## config.mk

```make
export PLATFORM = sky130hd
export DESIGN_NAME = clk_out_gate
export DESIGN_NICKNAME = d
export VERILOG_FILES = /design/src/rtl/clk_out_gate_pkg.sv /design/src/rtl/cog_sync.sv /design/src/rtl/cog_gate_cell.sv /design/src/rtl/cog_sio_src.sv /design/src/rtl/clk_out_gate.sv
export SDC_FILE = /design/constraint.sdc
export NUM_CORES = 1
export LEC_CHECK = 0
export ABC_CLOCK_PERIOD_IN_PS = 1000
export BUFFER_PORTS_ARGS = -buffer_cell sky130_fd_sc_hd__buf_2
export CORE_AREA = 2 2 49 51
export CTS_CLUSTER_DIAMETER = 60
export DETAILED_ROUTE_END_ITERATION = 12
export DIE_AREA = 0 0 51 53
export PLACE_DENSITY = 0.81
export SLEW_MARGIN = 20
export SYNTH_ARGS = -nofsm -noshare
export SYNTH_HDL_FRONTEND = slang
export SYNTH_SLANG_ARGS = --single-unit
```

## constraint.sdc

```tcl
create_clock -name clk -period 1 [get_ports clk]
set_input_delay 0.05 -clock clk [delete_from_list [all_inputs] [get_ports clk]]
set_output_delay 0.05 -clock clk [all_outputs]
set_load 0.1 [all_outputs]
```

## src/rtl/clk_out_gate_pkg.sv

```systemverilog
package clk_out_gate_pkg;
  localparam int GRP_CPU_FREE = 0;
  localparam int GRP_CPU_STOP = 1;
  localparam int GRP_PCI      = 2;
  localparam int GRP_SDRAM    = 3;
  localparam int GRP_APIC     = 4;
  localparam int GRP_SIO      = 5;
  localparam int NUM_GROUPS   = 6;
endpackage

```

## src/rtl/cog_sync.sv

```systemverilog
module cog_sync #(
  parameter int   STAGES  = 2,
  parameter logic RST_VAL = 1'b1
) (
  input  logic clk,
  input  logic rst_n,
  input  logic d,
  output logic q
);
  logic [STAGES-1:0] chain_q;
  logic [STAGES-1:0] chain_d;

  always_comb begin
    chain_d = {chain_q[STAGES-2:0], d};
  end

  always_ff @(posedge clk or negedge rst_n) begin
    if (!rst_n) chain_q <= {STAGES{RST_VAL}};
    else        chain_q <= chain_d;
  end

  assign q = chain_q[STAGES-1];
endmodule

```

## src/rtl/cog_gate_cell.sv

```systemverilog
module cog_gate_cell #(
  parameter int SYNC_STAGES = 2
) (
  input  logic clk,
  input  logic rst_n,
  input  logic src,
  input  logic req_async,
  output logic gated_o
);
  logic req_s;
  logic en_q, en_d;
  logic out_q, out_d;

  cog_sync #(.STAGES(SYNC_STAGES), .RST_VAL(1'b1)) u_req_sync (
    .clk   (clk),
    .rst_n (rst_n),
    .d     (req_async),
    .q     (req_s)
  );

  always_comb begin
    en_d  = src ? en_q : ~req_s;
    out_d = src & en_q;
  end

  always_ff @(posedge clk or negedge rst_n) begin
    if (!rst_n) begin
      en_q  <= 1'b0;
      out_q <= 1'b0;
    end else begin
      en_q  <= en_d;
      out_q <= out_d;
    end
  end

  assign gated_o = out_q;
endmodule

```

## src/rtl/cog_sio_src.sv

```systemverilog
module cog_sio_src (
  input  logic clk,
  input  logic rst_n,
  input  logic clk48,
  input  logic cfg_wr,
  input  logic cfg_half,
  output logic sio_src_o
);
  logic half_q, half_d;
  logic c48_q;
  logic div_q, div_d;
  logic sel_q, sel_d;
  logic sel_ok;

  always_comb begin
    half_d = cfg_wr ? cfg_half : half_q;
    div_d  = div_q ^ (clk48 & ~c48_q);
    sel_ok = ~clk48 & ~div_q;
    sel_d  = sel_ok ? half_q : sel_q;
  end

  always_ff @(posedge clk or negedge rst_n) begin
    if (!rst_n) begin
      half_q <= 1'b0;
      c48_q  <= 1'b0;
      div_q  <= 1'b0;
      sel_q  <= 1'b0;
    end else begin
      half_q <= half_d;
      c48_q  <= clk48;
      div_q  <= div_d;
      sel_q  <= sel_d;
    end
  end

  assign sio_src_o = sel_q ? div_q : clk48;
endmodule

```

## src/rtl/clk_out_gate.sv

```systemverilog
module clk_out_gate
  import clk_out_gate_pkg::*;
#(
  parameter int NUM_PCI     = 6,
  parameter int NUM_SDRAM   = 13,
  parameter int SYNC_STAGES = 2
) (
  input  logic                 clk,
  input  logic                 rst_n,
  input  logic                 stop_n,
  input  logic                 pwrdn_n,
  input  logic                 strap_mode,
  input  logic                 cfg_wr,
  input  logic                 cfg_sio_half,
  input  logic                 cpu_src,
  input  logic                 pci_src,
  input  logic                 sdram_src,
  input  logic                 apic_src,
  input  logic                 clk48_src,
  output logic                 cpu_free_out,
  output logic                 cpu_stop_out,
  output logic [NUM_PCI-1:0]   pci_out,
  output logic [NUM_SDRAM-1:0] sdram_out,
  output logic                 apic_out,
  output logic                 sio_out
);
  logic strap_done_q;
  logic stop_mode_q, stop_mode_d;
  logic sio_src;
  logic [NUM_GROUPS-1:0] grp_src;
  logic [NUM_GROUPS-1:0] grp_req;
  logic [NUM_GROUPS-1:0] grp_out;

  // Strap capture: once, on the first clock after reset.
  always_comb begin
    stop_mode_d = strap_done_q ? stop_mode_q : ~strap_mode;
  end

  always_ff @(posedge clk or negedge rst_n) begin
    if (!rst_n) begin
      strap_done_q <= 1'b0;
      stop_mode_q  <= 1'b0;
    end else begin
      strap_done_q <= 1'b1;
      stop_mode_q  <= stop_mode_d;
    end
  end

  cog_sio_src u_sio_src (
    .clk       (clk),
    .rst_n     (rst_n),
    .clk48     (clk48_src),
    .cfg_wr    (cfg_wr),
    .cfg_half  (cfg_sio_half),
    .sio_src_o (sio_src)
  );

  always_comb begin
    grp_src[GRP_CPU_FREE] = cpu_src;
    grp_src[GRP_CPU_STOP] = cpu_src;
    grp_src[GRP_PCI]      = pci_src;
    grp_src[GRP_SDRAM]    = sdram_src;
    grp_src[GRP_APIC]     = apic_src;
    grp_src[GRP_SIO]      = sio_src;

    grp_req[GRP_CPU_FREE] = 1'b0;
    grp_req[GRP_CPU_STOP] = ~pwrdn_n | (~stop_n & stop_mode_q);
    grp_req[GRP_PCI]      = ~pwrdn_n;
    grp_req[GRP_SDRAM]    = ~pwrdn_n;
    grp_req[GRP_APIC]     = ~pwrdn_n;
    grp_req[GRP_SIO]      = 1'b0;
  end

  for (genvar g = 0; g < NUM_GROUPS; g++) begin : g_cell
    cog_gate_cell #(.SYNC_STAGES(SYNC_STAGES)) u_cell (
      .clk       (clk),
      .rst_n     (rst_n),
      .src       (grp_src[g]),
      .req_async (grp_req[g]),
      .gated_o   (grp_out[g])
    );
  end

  assign cpu_free_out = grp_out[GRP_CPU_FREE];
  assign cpu_stop_out = grp_out[GRP_CPU_STOP];
  assign pci_out      = {NUM_PCI{grp_out[GRP_PCI]}};
  assign sdram_out    = {NUM_SDRAM{grp_out[GRP_SDRAM]}};
  assign apic_out     = grp_out[GRP_APIC];
  assign sio_out      = grp_out[GRP_SIO];
endmodule

```

; Word-level counts from Yosys, hierarchy flattened
; Cells that the tools add are included.
[word_totals]
regBits = 30
latchBits = 0
mem_bits_rw = 0
rom_bits = 0
inputBits = 12
output_inout_bits = 23
elab_cells = 48
memories = 0
[classes]
addsub = 0
multipliers = 0
n_div = 0
magnitude_cmp = 0
n_eq_ne = 0
n_shift = 0
muxes = 1
bitwise = 23
n_reduce_logical = 0
[ops]
columns = op, n
row1 = NOT 1 bit, 12
row2 = bitwise AND 1 bit, 9
row3 = two-way mux 1 bit, 1
row4 = OR 1 bit, 1
row5 = bitwise XOR 1 bit, 1

; Logic depth before layout (Yosys ltp)
[depth]
word_depth = 3
mapped_depth = 2
mapped_depth_nobuf = 2

; Hierarchy
; From an unflattened synthesis, not the netlist that was laid out.
[hier_totals]
cells_unflattened = 72
hier_area_um2 = 1076.0
[by_module_without_submodules]
columns = module, n_inst, cells_per_inst, area_per_inst_um2, seq_area_each_um2
row1 = cog_gate_cell, 6, 4, 66.3, 50.0
row2 = cog_sync, 6, 2, 52.6, 52.6
row3 = clk_out_gate, 1, 26, 210.2, 50.0
row4 = cog_sio_src, 1, 10, 152.6, 100.1

; Worst setup path before layout
; Ideal clock, no wire load.
[synth_timing]
path_type = register to output
start = reg g_cell[4].u_cell.out_q
end = out apic_out
t_arrival_ps = 883
t_required_ps = 950
setup_slack_ps = 67
path_stages_with_launch = 1
n_path_buf = 0
path_cell_list = dfrtp_1
[synth_lines]
columns = item, line_no
row1 = start: declaration, cog_gate_cell.sv:12  ; logic out_q, out_d;
row2 = start signal: assignment, cog_gate_cell.sv:32  ; out_q <= out_d;
row3 = end: declaration, clk_out_gate.sv:24  ; output logic apic_out,
; No word-level cell between the ends.

; Worst setup path in the final report
[layout_timing]
start = reg g_cell[3].u_cell.out_q
end = out sdram_out[9]
[layout_lines]
columns = item, line_no
row1 = start: declaration, cog_gate_cell.sv:12
row2 = start signal: assignment, cog_gate_cell.sv:32
row3 = end: declaration, clk_out_gate.sv:23  ; output logic [NUM_SDRAM-1:0] sdram_out,
; No word-level cell between the ends.

==> key figures <==
Clock tree
  – Root buffer cell: clkbuf_4
  – CTS tree: yes
  – Cts bufs inserted: 3
  – Clock Latency Late Sink: 0.31 ns
  – Max clock buf depth: 2
  – H-Tree Depth: 1
  – Clock Sinks: 24
  – Clk pin slew, worst setup/hold paths: 0.14 ns

Floorplan
  – I/O Pins: 35
  – Die Span Y: 53 um
  – Core area: 0.00215 mm^2
  – Die X: 51 um
  – Row count: 17
  – Initial Utilization: 0.444
  – Die ar.: 0.00270 mm^2

Setup path
  – WP data required: 0.95 ns
  – WS Path Type: flop to output port
  – Critical R2R Launch: u_sio_src.div_q
  – CP Capture Type: output port
  – Reg2reg setup slack: 0.05 ns
  – Critical path origin: g_cell[3].u_cell.gated_o
  – CP Launch Type: flop
  – CP arrival: 1.12 ns
  – Crit-path max FO: 6

Drt
  – Final wirelength: 1720 um
  – First-pass iteration count of the detailed router: 1
  – DR WL/cell: 12.7 um
  – Post-DRT Antenna Nets: 0
  – Vias per inst: 4.04
  – DR DRC count: 0
  – Drt first-iter violations: 0
  – Vias: 546

Placed design
  – RePlAce Congestion: 0.627
  – Pre-CTS WS: 0.0269 ns
  – DP Cell Count: 118
  – Number of port buffers: 34
  – DP HPWL: 1190 um

Yosys
  – Area leader, netlist: dfrtp_1
  – Synth warnings: 0
  – Post-Synthesis Cells: 73
  – Asr flop ratio synth: 1.00
  – Sequential share of the synthesized area: 0.638
  – Synth Area per Inst: 13.1 um^2
  – Syn Nets: 85
  – Post-synth top flop: dfrtp_1
  – Top cells by area, synth: dfrtp_1 47%, dfstp_2 17%, buf_4 15%
  – #FFs+latches synth: 24
  – Number of flops mapped to enable cells by yosys: 0
  – Post-synth top cells: 19 x buf_4, 18 x dfrtp_1, 8 x inv_1, 8 x mux2i_1, 6 x dfstp_2
  – Count leader, synth: buf_4
  – Yosys top cell area share: 0.472
  – Mapped Area: 953 um^2
  – Number of distinct library cells after synthesis: 13

STA
  – Tightest Pin Transition: 0.512 ns
  – Final setup violation count: 19
  – Fin worst setup slack: -0.165 ns
  – Highest clock rate: 0.858 GHz
  – Final Hold Vio Count: 0
  – Fin crit share: 1.17
  – Final Max Tran Viols: 0
  – Post-layout min period: 1.17 ns
  – Clk_skew: 0.0142 ns
  – Relative slew slack: 0.659
  – RSZ-0062 raised after global routing: yes
  – Sum Neg Setup Slack: -2.47 ns

Finish
  – Area delta synth->final: 67.8%
  – Combined flip-flop and latch cell area: 609 um^2
  – Layout Cells excl Fill: 135
  – Post-Route Utilization: 0.745
  – Number of diodes: 0
  – Number of fill cells in the layout: 128
  – Layout Nets: 120
  – Share of layout cells above drive strength 1: 0.477
  – Multi-input logic area: 175 um^2

Power and ir drop
  – Leakage Power: 0.762 nW
  – Power per cell area: 2050 mW/mm^2
  – VDD IR max: 1.27 mV

Global route
  – Vias in the first global route: 585
  – Total GRT Usage: 0.138
  – Largest net degree at the start of global routing: 25
  – Grt ovf: 0
  – First-pass GRT wire length: 2700 um
  – Initial antenna violation count: 0

Outcome
  – Status: finished with violations
  – Failing checks: setup timing

Hold path
  – Hold crit path type: primary input to asynchronous set/reset pin

Flow run
  – Maxcap violations: 0
[critical path, stage by stage (launching register included)]
cell	delay, ns
dfrtp_2	0.46
clkbuf_16	0.19
buf_12	0.17
[area by class of cell]
type	instances	area share
clock buffers	3	0.0141
clock inverters	1	0.0188
inverters	8	0.0188
multi-input cells	22	0.109
flip-flops and latches	24	0.381
well taps	28	0.0219
repair buffers	49	0.436
[flip-flops by register name, indices dropped and copies added (netlist names)]
signal	flops
g_cell.u_cell.u_req_sync.chain_q	6
g_cell.u_cell.en_q	6
strap_done_q	1
u_sio_src.half_q	1
u_sio_src.c48_q	1
g_cell.u_cell.gated_o	6
u_sio_src.div_q	1
u_sio_src.sel_q	1
stop_mode_q	1
[layout by cell type (no fill, tap or decap)]
| cell | n |
|---|---|
| xnor2_1 | 1 |
| nand2b_1 | 1 |
| mux2_1 | 1 |
| buf_12 | 25 |
| dfstp_2 | 6 |
| nor2_2 | 1 |
| inv_1 | 8 |
| buf_2 | 11 |
| mux2_4 | 1 |
| clkbuf_16 | 1 |
| dfrtp_1 | 17 |
| bufinv_16 | 1 |
| o21ai_1 | 1 |
| nor2_1 | 1 |
| mux2i_1 | 8 |
| and2_1 | 5 |
| dfrtp_2 | 1 |
| buf_4 | 1 |
| conb_1 | 2 |
| clkbuf_4 | 3 |
| dlygate4sd3_1 | 11 |
[logic make-up after synthesis]
group | synth area share
AOI/OAI and AO/OA | 0.00524
muxes | 0.112
xor gates and xnor gates | 0.00919
DFF | 0.638
buffers and inverters | 0.181
and+or+nand+nor | 0.0473
other | 0.00788
[power breakdown]
part           switching [W]  total [W]  internal, W
logic               0.000836    0.00138     0.000542
clock network       0.000278   0.000683     0.000405
registers          0.0000950    0.00122      0.00112
[metrics by stage]
stage          area (um^2)  total power (W)  hold WS (ns)
6_report              1600          0.00328         0.242
5_1_grt               1600          0.00341         0.286
4_1_cts               1560          0.00324         0.230
3_5_place_dp          1400          0.00254        0.0445
3_3_place_gp          1400          0.00249        0.0349
2_1_floorplan          953          0.00209        -0.246
[metal layers]
layer	global-route usage	vias to the layer above	part of all wire
li1	-	269	-
met1	0.157	256	0.38
met2	0.255	21	0.56
met3	0.0311	0	0.064
met4	0.0405	0	0
met5	0	-	0
[final timing paths]
kind	end	cells past startpoint
max	sdram_out[9]	2
min	u_sio_src.half_q	2
max reg2reg	g_cell[5].u_cell.en_q	2
min reg2reg	g_cell[1].u_cell.u_req_sync.chain_q[1]	0
max in group asynchronous	g_cell[3].u_cell.gated_o	2
min in group clk	g_cell[1].u_cell.u_req_sync.chain_q[1]	0
[what timing repair did]
action	CTS	global route
setup buffers	0	1
hold buffers	11	0
resized for setup	0	2
endpoints found under the setup margin	19	20
gates cloned	0	1
pin swaps	0	0
endpoints found under the hold margin	31	0
Note: power is estimated with default switching activity, not from simulation.
